==> src/rtl/rsp_pkg.sv <==
package rsp_pkg;

  typedef enum logic [1:0] {
    CLS_INT  = 2'd0,
    CLS_FADD = 2'd1,
    CLS_FMUL = 2'd2,
    CLS_FDIV = 2'd3
  } cls_e;

endpackage

==> src/rtl/rsp_alloc.sv <==
// Picks up to GRANTS oldest eligible lanes and binds each to a free station.
module rsp_alloc #(
  parameter int NREQ   = 4,
  parameter int NRS    = 4,
  parameter int ROBW   = 3,
  parameter int GRANTS = 2,
  localparam int LW    = (NREQ > 1) ? $clog2(NREQ) : 1
) (
  input  logic [NREQ-1:0]           elig,
  input  logic [NREQ-1:0][ROBW-1:0] age,
  input  logic [NRS-1:0]            busy,
  output logic [NREQ-1:0]           grant,
  output logic [NRS-1:0]            st_load,
  output logic [NRS-1:0][LW-1:0]    st_lane
);

  always_comb begin
    logic [NREQ-1:0] picked;
    logic [NRS-1:0]  taken;
    logic            lfound;
    logic            sfound;
    logic [LW-1:0]   best;
    int              sidx;
    picked  = '0;
    taken   = '0;
    st_load = '0;
    st_lane = '0;
    for (int g = 0; g < GRANTS; g++) begin
      lfound = 1'b0;
      best   = '0;
      for (int l = 0; l < NREQ; l++) begin
        if (elig[l] && !picked[l] && (!lfound || age[l] < age[best])) begin
          lfound = 1'b1;
          best   = LW'(l);
        end
      end
      sfound = 1'b0;
      sidx   = 0;
      for (int s = 0; s < NRS; s++) begin
        if (!busy[s] && !taken[s] && !sfound) begin
          sfound = 1'b1;
          sidx   = s;
        end
      end
      if (lfound && sfound) begin
        picked[best]  = 1'b1;
        taken[sidx]   = 1'b1;
        st_load[sidx] = 1'b1;
        st_lane[sidx] = best;
      end
    end
    grant = picked;
  end

endmodule

==> src/rtl/rsp_exec_pipe.sv <==
// Latency model of one pipelined unit; the last stage holds while not taken.
module rsp_exec_pipe #(
  parameter int LAT  = 2,
  parameter int ROBW = 3,
  parameter int DW   = 16
) (
  input  logic            clk,
  input  logic            rst_n,
  input  logic            in_valid,
  input  logic [ROBW-1:0] in_rob,
  input  logic [DW-1:0]   in_val,
  output logic            in_ready,
  output logic            out_valid,
  output logic [ROBW-1:0] out_rob,
  output logic [DW-1:0]   out_val,
  input  logic            out_take
);

  logic [LAT-1:0]           v_q, v_d;
  logic [LAT-1:0][ROBW-1:0] rob_q, rob_d;
  logic [LAT-1:0][DW-1:0]   val_q, val_d;
  logic [LAT-1:0]           leave, space;

  // movement: a stage leaves when the one after it has room
  always_comb begin
    logic [LAT-1:0] lv;
    logic [LAT-1:0] sp;
    lv[LAT-1] = v_q[LAT-1] & out_take;
    sp[LAT-1] = !v_q[LAT-1] | out_take;
    for (int i = LAT - 2; i >= 0; i--) begin
      lv[i] = v_q[i] & sp[i+1];
      sp[i] = !v_q[i] | lv[i];
    end
    leave = lv;
    space = sp;
  end

  assign in_ready = space[0];

  always_comb begin
    v_d   = v_q;
    rob_d = rob_q;
    val_d = val_q;
    for (int i = LAT - 1; i >= 1; i--) begin
      if (leave[i-1]) begin
        v_d[i]   = 1'b1;
        rob_d[i] = rob_q[i-1];
        val_d[i] = val_q[i-1];
      end else if (leave[i]) begin
        v_d[i] = 1'b0;
      end
    end
    if (in_valid && space[0]) begin
      v_d[0]   = 1'b1;
      rob_d[0] = in_rob;
      val_d[0] = in_val;
    end else if (leave[0]) begin
      v_d[0] = 1'b0;
    end
  end

  always_ff @(posedge clk or negedge rst_n) begin
    if (!rst_n) v_q <= '0;
    else        v_q <= v_d;
  end

  always_ff @(posedge clk) begin
    rob_q <= rob_d;
    val_q <= val_d;
  end

  assign out_valid = v_q[LAT-1];
  assign out_rob   = rob_q[LAT-1];
  assign out_val   = val_q[LAT-1];

  assert_take_needs_result_R8: assert property (@(posedge clk) disable iff (!rst_n)
    out_take |-> out_valid);

  assert_stalled_result_held_R8: assert property (@(posedge clk) disable iff (!rst_n)
    (out_valid && !out_take) |=> (out_valid && $stable(out_rob) && $stable(out_val)));

endmodule

==> src/rtl/rsp_cdb_arb.sv <==
// Gives the single result bus to the oldest finished unit.
module rsp_cdb_arb #(
  parameter int NU   = 6,
  parameter int ROBW = 3,
  parameter int DW   = 16
) (
  input  logic                   clk,
  input  logic                   rst_n,
  input  logic [ROBW-1:0]        head,
  input  logic [NU-1:0]          fin_valid,
  input  logic [NU-1:0][ROBW-1:0] fin_rob,
  input  logic [NU-1:0][DW-1:0]  fin_val,
  output logic [NU-1:0]          take,
  output logic                   cdb_valid,
  output logic [ROBW-1:0]        cdb_tag,
  output logic [DW-1:0]          cdb_value
);

  always_comb begin
    logic            found;
    int              sel;
    logic [ROBW-1:0] age_u;
    logic [ROBW-1:0] age_s;
    found = 1'b0;
    sel   = 0;
    for (int u = 0; u < NU; u++) begin
      age_u = fin_rob[u] - head;
      age_s = fin_rob[sel] - head;
      if (fin_valid[u] && (!found || age_u < age_s)) begin
        found = 1'b1;
        sel   = u;
      end
    end
    take = '0;
    if (found) take[sel] = 1'b1;
    cdb_valid = found;
    cdb_tag   = fin_rob[sel];
    cdb_value = fin_val[sel];
  end

  assert_one_bus_writer_R8: assert property (@(posedge clk) disable iff (!rst_n)
    $onehot0(take));

  assert_finished_not_starved_R8: assert property (@(posedge clk) disable iff (!rst_n)
    (|fin_valid) |-> (take != '0));

endmodule

==> src/rtl/rsp_pool.sv <==
module rsp_pool
  import rsp_pkg::*;
#(
  parameter int NREQ    = 4,
  parameter int NRS     = 4,
  parameter int ROBW    = 3,
  parameter int DW      = 16,
  parameter int GRANTS  = 2,
  parameter int N_INT   = 1,
  parameter int N_FADD  = 2,
  parameter int N_FMUL  = 2,
  parameter int N_FDIV  = 1,
  parameter int LAT_INT  = 2,
  parameter int LAT_FADD = 3,
  parameter int LAT_FMUL = 4,
  parameter int LAT_FDIV = 6
) (
  input  logic                 clk,
  input  logic                 rst_n,
  input  logic [ROBW-1:0]      rob_head,
  input  logic [NREQ-1:0]      req_valid,
  input  logic [2*NREQ-1:0]    req_cls,
  input  logic [ROBW*NREQ-1:0] req_rob,
  input  logic [DW*NREQ-1:0]   req_a,
  input  logic [NREQ-1:0]      req_a_rdy,
  input  logic [ROBW*NREQ-1:0] req_a_tag,
  input  logic [DW*NREQ-1:0]   req_b,
  input  logic [NREQ-1:0]      req_b_rdy,
  input  logic [ROBW*NREQ-1:0] req_b_tag,
  output logic [NREQ-1:0]      req_grant,
  output logic                 cdb_valid,
  output logic [ROBW-1:0]      cdb_tag,
  output logic [DW-1:0]        cdb_value
);

  localparam int NU = N_INT + N_FADD + N_FMUL + N_FDIV;
  localparam int LW = (NREQ > 1) ? $clog2(NREQ) : 1;
  localparam int SW = (NRS > 1) ? $clog2(NRS) : 1;

  function automatic cls_e unit_cls(input int u);
    if (u < N_INT)                        return CLS_INT;
    else if (u < N_INT + N_FADD)          return CLS_FADD;
    else if (u < N_INT + N_FADD + N_FMUL) return CLS_FMUL;
    else                                  return CLS_FDIV;
  endfunction

  function automatic int unit_lat(input int u);
    case (unit_cls(u))
      CLS_INT:  return LAT_INT;
      CLS_FADD: return LAT_FADD;
      CLS_FMUL: return LAT_FMUL;
      default:  return LAT_FDIV;
    endcase
  endfunction

  function automatic logic [DW-1:0] calc(input cls_e c, input logic [DW-1:0] a,
                                         input logic [DW-1:0] b);
    case (c)
      CLS_INT:  return a + b;
      CLS_FADD: return a - b;
      CLS_FMUL: return a * b;
      default:  return a ^ b;
    endcase
  endfunction

  // lane decode with same-cycle bus forwarding
  cls_e [NREQ-1:0]            ln_cls;
  logic [NREQ-1:0][ROBW-1:0]  ln_rob, ln_age;
  logic [NREQ-1:0][DW-1:0]    ln_a, ln_b;
  logic [NREQ-1:0]            ln_aok, ln_bok, ln_elig;

  always_comb begin
    for (int l = 0; l < NREQ; l++) begin
      ln_cls[l]  = cls_e'(req_cls[l*2 +: 2]);
      ln_rob[l]  = req_rob[l*ROBW +: ROBW];
      ln_age[l]  = ln_rob[l] - rob_head;
      ln_aok[l]  = req_a_rdy[l] | (cdb_valid && req_a_tag[l*ROBW +: ROBW] == cdb_tag);
      ln_bok[l]  = req_b_rdy[l] | (cdb_valid && req_b_tag[l*ROBW +: ROBW] == cdb_tag);
      ln_a[l]    = req_a_rdy[l] ? req_a[l*DW +: DW] : cdb_value;
      ln_b[l]    = req_b_rdy[l] ? req_b[l*DW +: DW] : cdb_value;
      ln_elig[l] = req_valid[l] & ln_aok[l] & ln_bok[l];
    end
  end

  // station state
  logic [NRS-1:0]            st_busy_q, st_busy_d;
  cls_e [NRS-1:0]            st_cls_q, st_cls_d;
  logic [NRS-1:0][ROBW-1:0]  st_rob_q, st_rob_d, st_age;
  logic [NRS-1:0][DW-1:0]    st_a_q, st_a_d, st_b_q, st_b_d;
  logic [NRS-1:0]            st_load, st_issue;
  logic [NRS-1:0][LW-1:0]    st_lane;

  rsp_alloc #(.NREQ(NREQ), .NRS(NRS), .ROBW(ROBW), .GRANTS(GRANTS)) u_alloc (
    .elig    (ln_elig),
    .age     (ln_age),
    .busy    (st_busy_q),
    .grant   (req_grant),
    .st_load (st_load),
    .st_lane (st_lane)
  );

  always_comb begin
    for (int s = 0; s < NRS; s++) st_age[s] = st_rob_q[s] - rob_head;
  end

  // unit side
  logic [NU-1:0]            u_in_valid, u_ready, f_valid, take;
  logic [NU-1:0][ROBW-1:0]  u_in_rob, f_rob;
  logic [NU-1:0][DW-1:0]    u_in_val, f_val;

  // issue: each unit takes the oldest waiting station of its class
  always_comb begin
    logic [NRS-1:0] claimed;
    logic           found;
    logic [SW-1:0]  sel;
    claimed    = '0;
    u_in_valid = '0;
    u_in_rob   = '0;
    u_in_val   = '0;
    for (int u = 0; u < NU; u++) begin
      found = 1'b0;
      sel   = '0;
      for (int s = 0; s < NRS; s++) begin
        if (st_busy_q[s] && !claimed[s] && st_cls_q[s] == unit_cls(u) &&
            (!found || st_age[s] < st_age[sel])) begin
          found = 1'b1;
          sel   = SW'(s);
        end
      end
      if (found && u_ready[u]) begin
        claimed[sel]  = 1'b1;
        u_in_valid[u] = 1'b1;
        u_in_rob[u]   = st_rob_q[sel];
        u_in_val[u]   = calc(st_cls_q[sel], st_a_q[sel], st_b_q[sel]);
      end
    end
    st_issue = claimed;
  end

  always_comb begin
    st_busy_d = st_busy_q & ~st_issue;
    st_cls_d  = st_cls_q;
    st_rob_d  = st_rob_q;
    st_a_d    = st_a_q;
    st_b_d    = st_b_q;
    for (int s = 0; s < NRS; s++) begin
      if (st_load[s]) begin
        st_busy_d[s] = 1'b1;
        st_cls_d[s]  = ln_cls[st_lane[s]];
        st_rob_d[s]  = ln_rob[st_lane[s]];
        st_a_d[s]    = ln_a[st_lane[s]];
        st_b_d[s]    = ln_b[st_lane[s]];
      end
    end
  end

  always_ff @(posedge clk or negedge rst_n) begin
    if (!rst_n) st_busy_q <= '0;
    else        st_busy_q <= st_busy_d;
  end

  always_ff @(posedge clk) begin
    st_cls_q <= st_cls_d;
    st_rob_q <= st_rob_d;
    st_a_q   <= st_a_d;
    st_b_q   <= st_b_d;
  end

  for (genvar u = 0; u < NU; u++) begin : g_unit
    localparam int LAT_U = unit_lat(u);
    rsp_exec_pipe #(.LAT(LAT_U), .ROBW(ROBW), .DW(DW)) u_pipe (
      .clk       (clk),
      .rst_n     (rst_n),
      .in_valid  (u_in_valid[u]),
      .in_rob    (u_in_rob[u]),
      .in_val    (u_in_val[u]),
      .in_ready  (u_ready[u]),
      .out_valid (f_valid[u]),
      .out_rob   (f_rob[u]),
      .out_val   (f_val[u]),
      .out_take  (take[u])
    );
  end

  rsp_cdb_arb #(.NU(NU), .ROBW(ROBW), .DW(DW)) u_arb (
    .clk       (clk),
    .rst_n     (rst_n),
    .head      (rob_head),
    .fin_valid (f_valid),
    .fin_rob   (f_rob),
    .fin_val   (f_val),
    .take      (take),
    .cdb_valid (cdb_valid),
    .cdb_tag   (cdb_tag),
    .cdb_value (cdb_value)
  );

  assert_grant_limit_R2: assert property (@(posedge clk) disable iff (!rst_n)
    $countones(req_grant) <= GRANTS);

  assert_grant_room_R4: assert property (@(posedge clk) disable iff (!rst_n)
    $countones(req_grant) <= $countones(~st_busy_q));

  for (genvar l = 0; l < NREQ; l++) begin : g_lane_chk
    assert_grant_operands_R2: assert property (@(posedge clk) disable iff (!rst_n)
      req_grant[l] |-> (req_valid[l] && ln_aok[l] && ln_bok[l]));
  end

  for (genvar s = 0; s < NRS; s++) begin : g_st_chk
    assert_station_waits_R7: assert property (@(posedge clk) disable iff (!rst_n)
      (st_busy_q[s] && !st_issue[s]) |=> (st_busy_q[s] && $stable(st_rob_q[s])));
  end

endmodule

==> config.mk <==
export PLATFORM = sky130hd
export DESIGN_NAME = rsp_pool
export DESIGN_NICKNAME = d
export VERILOG_FILES = /design/src/rtl/rsp_pkg.sv /design/src/rtl/rsp_alloc.sv /design/src/rtl/rsp_exec_pipe.sv /design/src/rtl/rsp_cdb_arb.sv /design/src/rtl/rsp_pool.sv
export SDC_FILE = /design/constraint.sdc
export NUM_CORES = 2
export LEC_CHECK = 0
export CORE_MARGIN = 2
export CORE_UTILIZATION = 25
export DETAILED_ROUTE_END_ITERATION = 7
export DONT_BUFFER_PORTS = 1
export SLEW_MARGIN = 40
export SYNTH_ARGS = -nofsm -noshare
export SYNTH_HDL_FRONTEND = slang
export SYNTH_SLANG_ARGS = --single-unit
==> constraint.sdc <==
create_clock -name clk -period 45.1 [get_ports clk]
set_input_delay 13.53 -clock clk [delete_from_list [all_inputs] [get_ports clk]]
set_output_delay 13.53 -clock clk [all_outputs]
set_load 0.02 [all_outputs]
# After elaboration in Yosys (flattened, before gate mapping)
# Cells that the tools add are included.
# op_classes
bitwise,76
order_cmp,69
addsub,30
mul,6
mux,319
reduce_logical,269
eq_ne,32
# op_table
cell,count
16-bit binary-select mux with 2-bit select,20
16-bit two-way mux,30
16-bit case mux with 3 select lines,6
32-bit two-way mux,6
"32-bit by 5-bit < comparator with 1-bit output, second input constant",5
3-bit binary-select mux with 2-bit select,26
1-bit two-way mux,122
1-bit logical AND,120
3-bit two-way mux,36
16-bit adder,6
16-bit by 16-bit multiplier with 16-bit output,6
16-bit subtractor,6
16-bit bitwise XOR,6
1-bit logical NOT,88
"2-bit by 3-bit < comparator with 1-bit output, second input constant",27
3-bit < comparator,23
"32-bit by 1-bit >= comparator with 1-bit output, second input constant",2
2-bit two-way mux,30
3-bit subtractor,18
16-bit binary-select mux with 3-bit select,1
3-bit binary-select mux with 3-bit select,5
2-bit nonzero test,22
2-bit binary-select mux with 2-bit select,10
4-bit two-way mux,10
20 further kinds,170
# totals
wordCells,884
register_bits,592
output_inout_bits,24

# Depth between registers and ports, before layout
# depth
word_depth,180
ltp_mapped,115

# Hierarchy
# A second synthesis with hierarchy kept.
# unflattened
cells_unflattened,4808
area_unflattened_um2,49020.8
# by_module_without_submodules
mod,n_inst,area_each_um2,cells_each
rsp_pool,1,30795.8,3656
rsp_exec_pipe (g_unit[3].u_pipe ...),2,2615.0,112
rsp_exec_pipe (g_unit[1].u_pipe ...),2,1999.4,88
rsp_exec_pipe (g_unit[5].u_pipe),1,3854.9,159
rsp_cdb_arb,1,2578.7,361
rsp_exec_pipe (g_unit[0].u_pipe),1,1387.6,65
rsp_alloc,1,1174.9,167

# Least setup slack after synthesis
# OpenSTA, ideal clock, no wires.
# synth_path
path_kind,input to output
from,in rob_head[1]
to,out req_grant[1]
required_time_ns,31.570
cell_stages,84
arrival_ns,31.568
slack_ns,0.002
path_cell_list,inv_1 fa_1 xor2_1 xnor2_1 ha_1 o21ai_0 a22oi_1 a21oi_1 ha_1 fa_1 xnor2_1 xnor2_1 ha_1 a2111o_1 and2_0 clkbuf_1 a21oi_1 inv_1 [... 48 more ...] nand2_1 nand2_1 o21ai_0 ha_1 o21a_1 nor2_1 o21a_1 a41oi_4 o21ai_0 ha_1 o21a_1 nor2_1 or3_1 o31ai_1 nor3_2 nor3b_1 a21boi_0 o21a_1
# synth_between
elab_chain_cells,92
# synth_rtl
item,line_no,text
start: declaration,rsp_pool.sv:20,"input logic [ROBW-1:0] rob_head,"
"3-bit subtractor, on equally long branches","rsp_cdb_arb.sv:27, rsp_cdb_arb.sv:28",
3-bit < comparator,rsp_cdb_arb.sv:29,if (fin_valid[u] && (!found || age_u < age_s)) begin
1-bit logical OR,rsp_cdb_arb.sv:29,
1-bit logical AND,rsp_cdb_arb.sv:29,
1-bit two-way mux,rsp_cdb_arb.sv:29,
3-bit binary-select mux with 3-bit select,rsp_cdb_arb.sv:28,age_s = fin_rob[sel] - head;
3-bit two-way mux (implied by the code) (2 in series),rsp_cdb_arb.sv:28,
3-bit subtractor,rsp_cdb_arb.sv:28,
[... 75 more ...],--,
1-bit logical AND,rsp_alloc.sv:32,if (elig[l] && !picked[l] && (!lfound || age[l] < age[best])) begin
2-bit two-way mux,rsp_alloc.sv:32,
2-bit by 3-bit < comparator with 1-bit output (implied by the code) / 2-bit by 1-bit >= comparator with 1-bit output (equally long branches),rsp_alloc.sv:46,picked[best] = 1'b1;
1-bit logical AND (implied by the code),rsp_alloc.sv:46,
1-bit two-way mux (implied by the code),rsp_alloc.sv:46,
1-bit demux with 2-bit select,--,
4-bit OR (no line),--,
4-bit two-way mux *,rsp_alloc.sv:45,if (lfound && sfound) begin
end: declaration,rsp_pool.sv:30,"output logic [NREQ-1:0] req_grant,"
# Mark *: on every way between the ends. The rest lies on a longest branch, timed or not. The select of a mux whose other input is x is not followed.

# Worst setup path in the final report
# layout_path
from,in rob_head[0]
to,out req_grant[1]
# Same word-level chain as after synthesis.

==> flow_summary.yaml <==
layout:
  layout_common_cells: "894 x inv_1, 841 x nor2_1, 781 x nand2_1"
  fin_cells: 10935
  nets: 8508
  drive_above_1_share_pct: 9.188
  area_growth_pct: 11.55
  finish.utilization_pct: 28.04
  final_common_cell: "inv_1"
critical_path:
  crit_fanout: 18
  critPathKind: "in -> out"
  r2r_start: "g_unit[1].u_pipe.out_rob[0]"
  required_ns: 31.57
  reg2reg_to: "g_unit[4].u_pipe.val_q[15]"
  regToRegSetupSlack_ns: 22.42
  arrival_ns: 30.37
  critPathMostFrequentCell: "ha_1"
  crit_start: "rob_head[0]"
  r2r_cells: 95
  critPathCapture: "req_grant[1]"
  start_kind: "input port"
  worst_path_largest_cell_delay_ns: 0.50
  endpoint_kind: "output port"
  crit_path_top_delay_cell: "or4_1"
timing:
  relSlewSlack_pct: 36.41
  drv_slew: 0
  min_period_ns: 43.90
  fin_setup_tns_ns: 0
  finClkSkew_ns: 0.05666
  fmax_mhz: 22.78
  finalCritPeriodShare_pct: 97.33
  worst_pin_slew_ns: 0.9273
  finalSetupViolations: 0
  hold_violations: 0
  fin_hold_ws_ns: 0.3859
clock_network:
  numCtsBuffers: 69
  cts.sinks: 592
  clock_latency_ns: 0.68
  clk_pin_slew_ns: 0.07
  clk_path_buf_depth: 3
  cts_hold_buffers: 0
  cts_root_buf: "clkbuf_16"
  cts_tree: "yes"
  h-tree-depth: 3
global_route:
  grt_pass1_wl_mm: 390.1
  overflow: 0
  antenna_found_initial: 33
  track_usage_pct: 19.32
  first_global_vias: 56529
  grt_max_degree: 68
die:
  chipHeight_um: 523.3
  initial_core_util_pct: 25.14
  dieArea_um2: 273800
  core_um2: 268200
  io_pins: 213
  die_x_um: 523.3
  rows: 190
status:
  violations: "DRC"
  status: "finished, violations left"
detailed_routing:
  wl_per_cell_um: 24.73
  vias_per_cell: 5.164
  drt_iter0_markers: 6451
  route.vias.total: 56463
  dr.pass1.iters: 8
  antenna_left: 0
  routed_wl_mm: 270.4
  drc: 2
synth:
  synth-edff-count: 566
  ys_types: 106
  synth-main-ff-cell: "edfxtp_1"
  avgSynthCellArea_um2: 9.185
  synth_seq_cells: 592
  syn_inst: 7339
  synth_top_area_share_pct: 25.21
  synthTopCellsByArea: "edfxtp_1 25%, fa_1 15%, ha_1 9.3%"
  synthArstFlopShare_pct: 4.392
  syn_area_um2: 67410
  yosysSeqAreaShare_pct: 26.18
  syn_nets: 8534
  yosysWarnings: 0
  synth_top_area_cell: "edfxtp_1"
worst_hold_path:
  hold_path.class: "reg -> reg"
  hold_depth: 0
placement:
  placed_cells: 10789
  gp_congestion: 0.9856
  portBuffers: 0
  hpwl_mm: 212.3
job:
  drv_cap: 0
[critical path, delay by kind of cell]
kind,cells,cell delay (ns)
muxes,2,0.64
buffers and inverters,4,0.47
and+or+nand+nor,15,2.41
adders and majority gates,18,5.29
AOI/OAI and AO/OA,34,6.28
xor gates and xnor gates,11,1.70
[cells in the mapped netlist (11+ instances only)]
cell type and count:
o21bai_1 26, a21o_1 123, o211ai_1 26, clkinv_1 25, a22oi_1 28, nor3b_1 16
nand4_1 22, o221a_2 24, a222oi_1 39, nand2b_1 48, o21a_1 24, or2_2 16
a211oi_1 50, and3_1 17, buf_1 33, mux2i_1 606, ha_1 502, buf_2 20
o221ai_1 59, a21boi_0 23, fa_1 504, a21oi_1 342, and2_1 71, a31oi_1 64
o21ai_1 15, nand3_1 51, nor2_1 853, o21ai_0 247, inv_1 897, nand2_1 786
edfxtp_1 566, a211o_1 11, dfrtp_1 26, mux2_2 136, xnor2_1 268, o31ai_1 13
nor3_1 88, clkbuf_1 240, nor2b_1 56, xor2_1 155, buf_6 18, or3_1 25
[worst min-delay path by stage]
stage	endpoint	startpoint	slack [ns]
final	g_unit[1].u_pipe.out_val[5]	g_unit[1].u_pipe.val_q[21]	0.39
after detailed placement	g_unit[1].u_pipe.out_val[0]	g_unit[1].u_pipe.val_q[16]	0.40
after global routing	g_unit[1].u_pipe.val_q[25]	g_unit[1].u_pipe.val_q[9]	0.41
after global placement	g_unit[1].u_pipe.val_q[18]	g_unit[1].u_pipe.val_q[2]	0.40
after CTS	g_unit[3].u_pipe.rob_q[3]	g_unit[3].u_pipe.rob_q[0]	0.39
after floorplan	g_unit[0].u_pipe.out_rob[0]	g_unit[0].u_pipe.rob_q[0]	0.40
[metal layers]
layer  vias up  GRT usage [%]  wire length (µm)
li1      24893              -                 -
met1     27892          24.11            105400
met2      2937          30.10            120200
met3       719          5.337             28850
met4        22          10.62             15780
met5         -              0               158
[logic make-up after synthesis]
group           Yosys count  share of synthesized area, %
compound gates         1218                         12.08
xor+xnor                426                         5.587
fa+ha+maj              1009                         24.33
buf+inv                1255                         7.293
flops                   592                         26.18
mux                     743                         11.29
simple gates           2096                         13.25
[sequential cells by signal, indices dropped and copies added, names as in the netlist]
name                   count
st_cls_q                   8
st_busy_q                  4
g_unit.u_pipe.out_val     96
st_b_q                    64
g_unit.u_pipe.out_rob     18
g_unit.u_pipe.v_q         22
st_a_q                    64
st_rob_q                  12
g_unit.u_pipe.rob_q       48
g_unit.u_pipe.val_q      256
[timing repair]
action                                 in CTS  in global routing
setup endpoints to repair                   0                  4
buffers inserted                            0                  3
resized for setup                           0                 21
endpoints found under the hold margin       0                  0
[cell type report]
class                      instances  area [µm²]
timing repair buffer             226        1737
clock buffer                      83        1821
sequential                       592       17650
multi-input combinational       5492       45630
antenna                           15       37.54
tap                             3552        4444
inverter                         932        3502
fill                           28220      193000
clock inverter                    43       371.6
[metrics by stage]
step,instance area [µm²],worst slack [ns]
after floorplan,67410,0.001741
after global placement,72470,0.2872
after detailed placement,72780,0.5565
after CTS,74970,0.4953
after global routing,75170,-0.05631
final,75190,1.203
Power is left out: the tool's default activity adds up to more than one toggle a clock period on the data nets, which glitch-free logic cannot reach.
